`src/rtl/usb_rx_pkg.sv`:
```
package usb_rx_pkg;
  typedef enum logic [1:0] {ST_HUNT, ST_BODY, ST_SKIP} rx_state_e;
  typedef enum logic [1:0] {PK_TOKEN, PK_DATA, PK_PLAIN} pkt_kind_e;

  localparam logic [7:0]  SYNC_PAT    = 8'h80;
  localparam logic [4:0]  CRC5_POLY   = 5'h05;
  localparam logic [4:0]  CRC5_RESID  = 5'b01100;
  localparam logic [15:0] CRC16_POLY  = 16'h8005;
  localparam logic [15:0] CRC16_RESID = 16'h800D;
  localparam int unsigned STUFF_RUN   = 6;

  function automatic logic [4:0] crc5_step(logic [4:0] c, logic b);
    logic fb;
    fb = b ^ c[4];
    return {c[3:0], 1'b0} ^ (fb ? CRC5_POLY : 5'h00);
  endfunction

  function automatic logic [15:0] crc16_step(logic [15:0] c, logic b);
    logic fb;
    fb = b ^ c[15];
    return {c[14:0], 1'b0} ^ (fb ? CRC16_POLY : 16'h0000);
  endfunction
endpackage

```
`src/rtl/usb_rx_dpll.sv`:
```
module usb_rx_dpll #(
  parameter int OVS = 4
) (
  input  logic clk,
  input  logic rst,
  input  logic line_i,
  input  logic se0_i,
  output logic bit_stb_o,
  output logic bit_lvl_o,
  output logic bit_se0_o
);
  localparam int PW = (OVS > 2) ? $clog2(OVS) : 1;
  localparam logic [PW-1:0] LAST   = PW'(OVS - 1);
  localparam logic [PW-1:0] CENTER = PW'(OVS / 2 - 1);

  logic [1:0] meta_q, sync_q, prev_q;
  logic [PW-1:0] phase_q;

  always_ff @(posedge clk) begin
    if (rst) begin
      meta_q    <= 2'b01;
      sync_q    <= 2'b01;
      prev_q    <= 2'b01;
      phase_q   <= '0;
      bit_stb_o <= 1'b0;
      bit_lvl_o <= 1'b1;
      bit_se0_o <= 1'b0;
    end else begin
      meta_q <= {se0_i, line_i};
      sync_q <= meta_q;
      prev_q <= sync_q;
      if (sync_q != prev_q || phase_q == LAST) phase_q <= '0;
      else                                     phase_q <= phase_q + 1'b1;
      bit_stb_o <= (sync_q == prev_q) && (phase_q == CENTER);
      bit_lvl_o <= sync_q[0];
      bit_se0_o <= sync_q[1];
    end
  end

  // a realigned loop never yields two strobes in adjacent cycles
  p_strobe_gap_r1: assert property (@(posedge clk) disable iff (rst)
    bit_stb_o |=> !bit_stb_o);
endmodule

```
`src/rtl/usb_rx_decode.sv`:
```
module usb_rx_decode
  import usb_rx_pkg::*;
(
  input  logic       clk,
  input  logic       rst,
  input  logic       bit_stb,
  input  logic       bit_lvl,
  input  logic       bit_se0,
  output logic [7:0] byte_o,
  output logic       byte_stb_o,
  output logic [3:0] pid_o,
  output logic       pid_stb_o,
  output logic       eop_o,
  output logic       pid_err_o,
  output logic       crc_err_o,
  output logic       stuff_err_o
);
  rx_state_e st_q;
  pkt_kind_e kind_q;
  logic       prev_lvl_q, got_pid_q;
  logic [7:0] hunt_q, sh_q;
  logic [2:0] ones_q, nb_q;
  logic [4:0] crc5_q;
  logic [15:0] crc16_q;

  logic       dec, crc_bad;
  logic [7:0] hunt_nx, sh_nx;

  always_comb begin
    dec     = (bit_lvl == prev_lvl_q);
    hunt_nx = {dec, hunt_q[7:1]};
    sh_nx   = {dec, sh_q[7:1]};
    case (kind_q)
      PK_TOKEN: crc_bad = (crc5_q != CRC5_RESID);
      PK_DATA:  crc_bad = (crc16_q != CRC16_RESID);
      default:  crc_bad = 1'b0;
    endcase
  end

  always_ff @(posedge clk) begin
    if (rst) begin
      st_q <= ST_HUNT; kind_q <= PK_PLAIN;
      prev_lvl_q <= 1'b1; got_pid_q <= 1'b0;
      hunt_q <= '1; sh_q <= '0; ones_q <= '0; nb_q <= '0;
      crc5_q <= '1; crc16_q <= '1;
      byte_o <= '0; byte_stb_o <= 1'b0; pid_o <= '0; pid_stb_o <= 1'b0;
      eop_o <= 1'b0; pid_err_o <= 1'b0; crc_err_o <= 1'b0; stuff_err_o <= 1'b0;
    end else begin
      byte_stb_o <= 1'b0; pid_stb_o <= 1'b0; eop_o <= 1'b0;
      pid_err_o <= 1'b0; crc_err_o <= 1'b0; stuff_err_o <= 1'b0;
      if (bit_stb) begin
        if (!bit_se0) prev_lvl_q <= bit_lvl;
        case (st_q)
          ST_HUNT: begin
            if (bit_se0) hunt_q <= '1;
            else begin
              hunt_q <= hunt_nx;
              if (hunt_nx == SYNC_PAT) begin
                st_q <= ST_BODY; ones_q <= 3'd1; nb_q <= '0;
                got_pid_q <= 1'b0; crc5_q <= '1; crc16_q <= '1;
              end
            end
          end
          ST_BODY: begin
            if (bit_se0) begin
              st_q   <= ST_HUNT;
              hunt_q <= '1;
              if (got_pid_q) begin
                eop_o     <= 1'b1;
                crc_err_o <= crc_bad || (nb_q != 3'd0);
              end
            end else if (ones_q == 3'(STUFF_RUN)) begin
              ones_q <= '0;
              if (dec) begin
                stuff_err_o <= 1'b1;
                st_q        <= ST_SKIP;
              end
            end else begin
              ones_q <= dec ? ones_q + 1'b1 : 3'd0;
              sh_q   <= sh_nx;
              nb_q   <= nb_q + 1'b1;
              if (got_pid_q) begin
                crc5_q  <= crc5_step(crc5_q, dec);
                crc16_q <= crc16_step(crc16_q, dec);
              end
              if (nb_q == 3'd7) begin
                if (got_pid_q) begin
                  byte_o     <= sh_nx;
                  byte_stb_o <= 1'b1;
                end else if (sh_nx[7:4] == ~sh_nx[3:0]) begin
                  pid_o     <= sh_nx[3:0];
                  pid_stb_o <= 1'b1;
                  got_pid_q <= 1'b1;
                  case (sh_nx[1:0])
                    2'b01:   kind_q <= PK_TOKEN;
                    2'b11:   kind_q <= PK_DATA;
                    default: kind_q <= PK_PLAIN;
                  endcase
                end else begin
                  pid_err_o <= 1'b1;
                  st_q      <= ST_SKIP;
                end
              end
            end
          end
          default: begin
            if (bit_se0) begin
              st_q   <= ST_HUNT;
              hunt_q <= '1;
            end
          end
        endcase
      end
    end
  end

  // a CRC verdict is only ever given together with end-of-packet
  p_crc_with_eop_r7: assert property (@(posedge clk) disable iff (rst)
    crc_err_o |-> eop_o);
  // PID accept, PID reject, stuffing abort and EOP never coincide
  p_events_exclusive_r5: assert property (@(posedge clk) disable iff (rst)
    $onehot0({pid_stb_o, pid_err_o, stuff_err_o, eop_o}));
  // an aborted packet produces no byte or EOP right after the abort
  p_stuff_quiet_r4: assert property (@(posedge clk) disable iff (rst)
    stuff_err_o |=> (!byte_stb_o && !eop_o));
endmodule

```
`src/rtl/usb_rx_holdbuf.sv`:
```
module usb_rx_holdbuf #(
  parameter int W = 8
) (
  input  logic         clk,
  input  logic         rst,
  input  logic [W-1:0] din,
  input  logic         push,
  input  logic         ready,
  output logic [W-1:0] dout,
  output logic         valid,
  output logic         ovr
);
  always_ff @(posedge clk) begin
    if (rst) begin
      dout  <= '0;
      valid <= 1'b0;
      ovr   <= 1'b0;
    end else begin
      ovr <= 1'b0;
      if (push) begin
        if (valid && !ready) ovr <= 1'b1;
        else begin
          dout  <= din;
          valid <= 1'b1;
        end
      end else if (ready) begin
        valid <= 1'b0;
      end
    end
  end

  // a held byte stays offered until taken
  p_hold_valid_r9: assert property (@(posedge clk) disable iff (rst)
    (valid && !ready) |=> (valid && $stable(dout)));
  // a late consumer loses the new byte, not the held one
  p_overrun_keep_r10: assert property (@(posedge clk) disable iff (rst)
    (push && valid && !ready) |=> (ovr && $stable(dout)));
endmodule

```
`src/rtl/usb_fs_rx.sv`:
```
module usb_fs_rx #(
  parameter int OVERSAMPLE = 4
) (
  input  logic       clk,
  input  logic       rst,
  input  logic       line_i,
  input  logic       se0_i,
  input  logic       data_ready_i,
  output logic [3:0] pid_o,
  output logic       pid_valid_o,
  output logic [7:0] data_o,
  output logic       data_valid_o,
  output logic       eop_o,
  output logic       pid_err_o,
  output logic       crc_err_o,
  output logic       stuff_err_o,
  output logic       overrun_o
);
  logic       bit_stb, bit_lvl, bit_se0;
  logic [7:0] byte_w;
  logic       byte_stb;

  usb_rx_dpll #(.OVS(OVERSAMPLE)) u_dpll (
    .clk(clk), .rst(rst), .line_i(line_i), .se0_i(se0_i),
    .bit_stb_o(bit_stb), .bit_lvl_o(bit_lvl), .bit_se0_o(bit_se0)
  );

  usb_rx_decode u_dec (
    .clk(clk), .rst(rst), .bit_stb(bit_stb), .bit_lvl(bit_lvl), .bit_se0(bit_se0),
    .byte_o(byte_w), .byte_stb_o(byte_stb), .pid_o(pid_o), .pid_stb_o(pid_valid_o),
    .eop_o(eop_o), .pid_err_o(pid_err_o), .crc_err_o(crc_err_o),
    .stuff_err_o(stuff_err_o)
  );

  usb_rx_holdbuf #(.W(8)) u_hold (
    .clk(clk), .rst(rst), .din(byte_w), .push(byte_stb), .ready(data_ready_i),
    .dout(data_o), .valid(data_valid_o), .ovr(overrun_o)
  );
endmodule

```
`config.mk`:
```
export PLATFORM = sky130hd
export DESIGN_NAME = usb_fs_rx
export DESIGN_NICKNAME = d
export VERILOG_FILES = /design/src/rtl/usb_rx_pkg.sv /design/src/rtl/usb_rx_dpll.sv /design/src/rtl/usb_rx_decode.sv /design/src/rtl/usb_rx_holdbuf.sv /design/src/rtl/usb_fs_rx.sv
export SDC_FILE = /design/constraint.sdc
export NUM_CORES = 1
export LEC_CHECK = 0
export BUFFER_PORTS_ARGS = -buffer_cell sky130_fd_sc_hd__buf_2
export CAP_MARGIN = 40
export CELL_PAD_IN_SITES_DETAIL_PLACEMENT = 2
export CELL_PAD_IN_SITES_GLOBAL_PLACEMENT = 2
export CORE_MARGIN = 5
export CORE_UTILIZATION = 32
export CTS_BUF_LIST = sky130_fd_sc_hd__clkbuf_4
export DETAILED_ROUTE_END_ITERATION = 10
export GPL_ROUTABILITY_DRIVEN = 0
export PLACE_DENSITY = 0.65
export SKIP_CTS_REPAIR_TIMING = 1
export SYNTH_ARGS = -nofsm -noshare
export SYNTH_HDL_FRONTEND = slang
export SYNTH_HIERARCHICAL = 1
export SYNTH_SLANG_ARGS = --single-unit
```
`constraint.sdc`:
```
create_clock -name clk -period 2.55 [get_ports clk]
set_input_delay 0.51 -clock clk [delete_from_list [all_inputs] [get_ports clk]]
set_output_delay 0.51 -clock clk [all_outputs]
set_load 0.02 [all_outputs]
```
==> results of run 1 <==
final cells by class:
cell class,instances,area (µm²)
inverter,8,30.03
clock inverter,5,52.55
fill,1210,6868
timing repair buffer,34,197.7
sequential,84,1682
tap,140,175.2
multi-input combinational,241,1705
clock buffer,11,82.58
worst max path at each step:
stage,end,from,cells after the start
after detailed placement,u_dec/pid_o[3],u_dpll/bit_stb_o,5
after global routing,u_dec/pid_o[2],u_dpll/bit_stb_o,5
final,u_dec/pid_o[2],u_dpll/bit_stb_o,5
after global placement,u_dec/pid_o[2],u_dpll/bit_stb_o,5
after floorplan,u_dec/crc16_q[10],u_dec/ones_q[0],6
after CTS,u_dec/pid_o[2],u_dpll/bit_stb_o,5
where the power goes:
group	switching, µW	total [µW]	internal [µW]
registers	7.96	1330	1320
clock network	460	776	317
logic	59.1	98.2	39.1
per-stage QoR:
step	total power [µW]	hold slack (ns)	instances	util [%]	instance area, µm²
floorplan	1427	0.3895	351	-	3516
CTS	2244	0.2144	523	36.37	3925
detailed placement	1459	0.4180	507	35.11	3790
global route	2308	0.2085	523	36.37	3925
finish	2204	0.2481	523	36.37	3925
global placement	1456	0.4108	507	35.11	3790
registers in the layout (all words and copies together), names as in the netlist, 2 cells and up:
| register | cells |
|---|---|
| u_dec/byte_o | 8 |
| u_dec/crc5_q | 5 |
| u_dec/hunt_q | 7 |
| u_dec/pid_o | 4 |
| u_dpll/phase_q | 2 |
| u_dec/nb_q | 3 |
| u_dec/kind_q | 2 |
| u_dpll/meta_q | 2 |
| u_dec/ones_q | 3 |
| u_dpll/sync_q | 2 |
| u_dec/crc16_q | 16 |
| u_hold/dout | 8 |
| u_dec/st_q | 2 |
| u_dec/sh_q | 7 |
critical path, delay by kind of cell (launching register included):
| family | cells | cell delay [ns] |
|---|---|---|
| mux | 1 | 0.27 |
| simple gates | 4 | 1.32 |
| flops | 1 | 0.51 |
cells by family (layout without fill, tap and decap cells):
kind of cell               count (synthesis)  after routing  synth area share (%)
adders and majority gates                  7              7                 2.491
DFF                                       84             84                 47.83
xor gates and xnor gates                  12             12                 3.416
muxes                                     28             28                 7.972
buffers and inverters                     26             58                 3.665
AOI/OAI and AO/OA                         59             59                 11.96
and+or+nand+nor                          135            135                 22.67
placed cells by master, fill, tap and decap left out, drive strengths merged, types with 2 or more instances in the layout:
cell,synthesis,routed
nor3b,2,2
o21ai,3,3
nor2,38,38
nor4b,2,2
nor3,12,12
or3,2,2
clkinv,0,4
nor4bb,2,2
a21oi,17,17
xor2,5,5
buf,11,34
nand4,4,4
and2b,3,3
o22ai,7,7
o22a,16,16
clkbuf,7,11
nand3,9,9
ha,7,7
nor2b,3,3
nand2,14,14
xnor2,6,6
dfxtp,84,84
nor4,5,5
mux2i,28,28
a31oi,5,5
nand2b,29,29
or2,6,6
and3,2,2
inv,8,8
layer usage:
layer | track usage (%) | up-vias | wire (µm)
met3 | 4.789 | 8 | 248
met2 | 23.59 | 27 | 4193
met5 | 0 | - | 0
met1 | 17.04 | 1290 | 3993
li1 | - | 1284 | -
met4 | 4.225 | 0 | 110
==> flow_metrics.env, run 1 <==
export IMPL_tritoncts="built"
export IMPL_dp_hpwl_mm=6.166
export IMPL_setup_tns_ns=0
export IMPL_clk_latency_ns=0.45
export IMPL_cpPeakStageDelay_ns=0.58
export IMPL_worstReg2RegEnd="u_dec/pid_o[2]"
export IMPL_p_per_area_mw_per_mm2=561.6
export IMPL_antenna_found_initial=0
export IMPL_start_util_pct=32.58
export IMPL_hold_path_class="primary input to flip-flop"
export IMPL_cp_end_kind="flip-flop"
export IMPL_synth_edf_count=0
export IMPL_grt_pass1_wl_mm=14.43
export IMPL_syn_instance_count=351
export IMPL_cts_buffers=9
export IMPL_synth_area_leaders="dfxtp_1 48%, mux2i_1 8.0%, nand2b_1 5.2%, nor2_1 4.1%, o22a_1 4.0%"
export IMPL_seq_area_frac_synth_pct=47.83
export IMPL_place_ws_ns=0.3891
export IMPL_dr_pass1_iters=4
export IMPL_synth_ff_type="dfxtp_1"
export IMPL_worstMarginPinSlew_ns=0.6269
export IMPL_yosysTopAreaCell="dfxtp_1"
export IMPL_grt_ovfl_total=0
export IMPL_finalHoldViolCount=0
export IMPL_worst_path_max_fanout=9
export IMPL_grt_max_degree=32
export IMPL_synthToLayoutAreaGrowth_pct=11.64
export IMPL_remaining_drc_errors=0
export IMPL_core_mm2=0.01079
export IMPL_holdPathStages=2
export IMPL_timing_final_crit_share_pct=86.05
export IMPL_vias=2609
export IMPL_hold_start="line_i"
export IMPL_min_to="u_dpll/meta_q[0]"
export IMPL_cts_sinks=84
export IMPL_reg2reg_from="u_dpll/bit_stb_o"
export IMPL_period_needed_ns=2.194
export IMPL_outcome="completed"
export IMPL_die_w_um=114.8
export IMPL_boundaryPins=24
export IMPL_ys_ff_latch=84
export IMPL_wl_mm=8.546
export IMPL_rows=38
export IMPL_avgSynthCellArea_um2=10.02
export IMPL_worstPathRequired_ns=2.89
export IMPL_rsz0062_at_grt="false"
export IMPL_timing_final_ws_setup_ns=0.3557
export IMPL_slew_headroom_pct=57.97
export IMPL_diodes=0
export IMPL_port_buffers=23
export IMPL_power_leakage_uw=0.001515
export IMPL_drv_slew=0
export IMPL_grt_pass1_vias=2888
export IMPL_vias_per_cell=4.989
export IMPL_yosys_warnings=6
export IMPL_clk_pin_slew_ns=0.13
export IMPL_synthTopCellsByCount="84 x dfxtp_1, 38 x nor2_1, 29 x nand2b_1"
export IMPL_syn_nets=363
export IMPL_yosysMostFrequentCell="dfxtp_1"
export IMPL_drt_iter0_markers=79
export IMPL_grt_use_total_pct=14.04
export IMPL_cts_buffer_depth=2
export IMPL_fmax_mhz=455.7
export IMPL_worstPathCellList="nor2b_1 -> nand3_4 -> nor4bb_4 -> mux2i_1 -> nor2_1"
export IMPL_finClkSkew_ns=0.009303
export IMPL_setup_viol_count_final=0
export IMPL_dieArea_mm2=0.01318
export IMPL_ir_drop_mv=0.3258
export IMPL_die_height_um=114.8
export IMPL_cap_violations=0
export IMPL_final_nets=390
export IMPL_drive_gt1_share_pct=19.06
export IMPL_crit_arrival_ns=2.54
export IMPL_netlist_area_mm2=0.003516
export IMPL_wire_per_inst_um=16.34
export IMPL_r2r_slack_ns=0.36
export IMPL_start_kind="flip-flop"
export IMPL_critPathKind="flip-flop to flip-flop"
export IMPL_reg2regPathDepth=5
export IMPL_ant_nets=0
export IMPL_h_tree_depth=3
export IMPL_yosysTopAreaCellShare_pct=47.83
export IMPL_netlist_cell_type_count=52
export IMPL_cp_slowest_cell="nor4bb_4"
export IMPL_async_reset_ff_share_pct=0
export IMPL_cts_root_buf="clkbuf_4"
No activity file was read; power rests on OpenSTA's default activity.
==> run 2, diff against run 1 <==
PLACE_DENSITY = unset   (was 0.65)
PLACE_DENSITY_LB_ADDON = 0.1   (was unset)
REMOVE_ABC_BUFFERS = 1   (was unset)
==> flow_metrics.env, run 2 (synthesized netlist as in run 1, its figures left out) <==
export IMPL_outcome="completed"
export IMPL_mostFrequentLayoutCells="84 x dfxtp_1, 38 x nor2_1, 29 x nand2b_1, 28 x mux2i_1, 23 x buf_2"
export IMPL_drv_slew=0
export IMPL_cp_end_kind="flip-flop"
export IMPL_crit_arrival_ns=2.45
export IMPL_critPathKind="flip-flop to flip-flop"
export IMPL_diodes=0
export IMPL_die_height_um=114.8
export IMPL_setup_viol_count_final=0
export IMPL_critPathTopFamily="simple AND/OR/NAND/NOR gates"
export IMPL_drive_gt1_share_pct=18.85
export IMPL_rows=38
export IMPL_h_tree_depth=3
export IMPL_clk_pin_slew_ns=0.14
export IMPL_dieArea_mm2=0.01318
export IMPL_post_route_util_pct=36.53
export IMPL_cp_slowest_cell="nor4bb_4"
export IMPL_setup_tns_ns=0
export IMPL_top_usage_layer="met2"
export IMPL_start_kind="flip-flop"
export IMPL_power_leakage_uw=0.001522
export IMPL_use_met2_pct=21.30
export IMPL_grt_ovfl_total=0
export IMPL_grt_pass1_wl_mm=14.18
export IMPL_finalHoldViolCount=0
export IMPL_wire_per_inst_um=15.72
export IMPL_core_mm2=0.01079
export IMPL_dr_pass1_iters=4
export IMPL_vias=2594
export IMPL_use_met1_pct=18.13
export IMPL_cts_buffer_depth=2
export IMPL_antenna_found_initial=0
export IMPL_rsz0062_at_grt="false"
export IMPL_wl_mm=8.207
export IMPL_grt_use_total_pct=13.71
export IMPL_slew_headroom_pct=52.61
export IMPL_largest_register="u_dec/crc16_q"
export IMPL_ir_drop_mv=0.3325
export IMPL_hold_path_class="primary input to flip-flop"
export IMPL_grt_pass1_vias=2829
export IMPL_port_buffers=23
export IMPL_remaining_drc_errors=0
export IMPL_period_needed_ns=2.133
export IMPL_cp_buffers_inverters=0
export IMPL_tritoncts="built"
export IMPL_drt_iter0_markers=115
export IMPL_dp_cells=507
export IMPL_cap_violations=0
export IMPL_holdWs_ns=0.2303
export IMPL_worst_path_max_fanout=8
export IMPL_cts_buffers=9
export IMPL_largest_registers="u_dec/crc16_q: 16 flops, u_dec/byte_o: 8 flops, u_hold/dout: 8 flops"
export IMPL_vias_per_cell=4.969
export IMPL_ant_nets=0
export IMPL_die_w_um=114.8
export IMPL_largest_reg_flops=16
export IMPL_final_common_cell="dfxtp_1"
export IMPL_boundaryPins=24
export IMPL_gr_usage_met3_pct=2.895
export IMPL_cpPeakStageDelay_ns=0.55
export IMPL_finClkSkew_ns=0.01199
export IMPL_final_nets=390
export IMPL_worstPathCellList="xor3_1 -> nor4_4 -> nor4bb_4 -> mux2i_1 -> nor2_1"
export IMPL_worstMarginPinSlew_ns=0.7067
export IMPL_cts_sinks=84
export IMPL_clk_latency_ns=0.45
export IMPL_synthToLayoutAreaGrowth_pct=12.14
export IMPL_grt_max_degree=69
export IMPL_worstPathRequired_ns=2.87
export IMPL_dp_hpwl_mm=5.709
export IMPL_timing_final_crit_share_pct=83.64
export IMPL_fmax_mhz=468.9
export IMPL_cts_root_buf="clkbuf_4"
export IMPL_p_per_area_mw_per_mm2=580.0
export IMPL_start_util_pct=32.58
export IMPL_fin_cells=522
[run 2: cell count changes in the layout (fill, tap and decap cells not counted)]
| cell | before | now |
|---|---|---|
| bufinv_16 | 1 | 2 |
| clkbuf_4 | 11 | 10 |
| clkinv_2 | 2 | 1 |
[run 2: final timing paths]
path	start	to	slack [ns]	cells past startpoint
worst max-delay path	u_dec/prev_lvl_q	u_dec/pid_o[2]	0.42	5
worst min-delay path	line_i	u_dpll/meta_q[0]	0.23	2
worst max register to register	u_dec/prev_lvl_q	u_dec/pid_o[2]	0.42	5
worst min register to register	u_dpll/meta_q[0]	u_dpll/sync_q[0]	0.44	1
[run 2: through the flow]
stage | area [µm²] | setup WS [ns] | power (µW)
after floorplan | 3417 | 0.4929 | 1411
final | 3943 | 0.4172 | 2287
after global placement | 3790 | 0.4955 | 1455
after global routing | 3943 | 0.2162 | 2398
after CTS | 3943 | 0.3794 | 2334
after detailed placement | 3790 | 0.4225 | 1457
[run 2: metal layers]
layer | wire length, µm | part of all wire, % | vias to the layer above
li1 | - | - | 1293
met1 | 4114 | 50 | 1262
met2 | 3661 | 45 | 28
met3 | 248 | 3.0 | 11
met4 | 182 | 2.2 | 0
met5 | 0 | 0 | -
[run 2: area by class of cell]
type | instances | area, µm²
clock buffer | 10 | 75.07
clock inverter | 5 | 77.57
fill | 1199 | 6850
tap | 140 | 175.2
multi-input combinational | 241 | 1705
inverter | 8 | 30.03
timing repair buffer | 34 | 197.7
sequential | 84 | 1682
[run 2: power breakdown]
| group | internal [µW] | switching [µW] | total (µW) |
|---|---|---|---|
| combinational | 38.0 | 58.1 | 96.1 |
| sequential | 1320 | 7.67 | 1330 |
| clock | 401 | 460 | 861 |
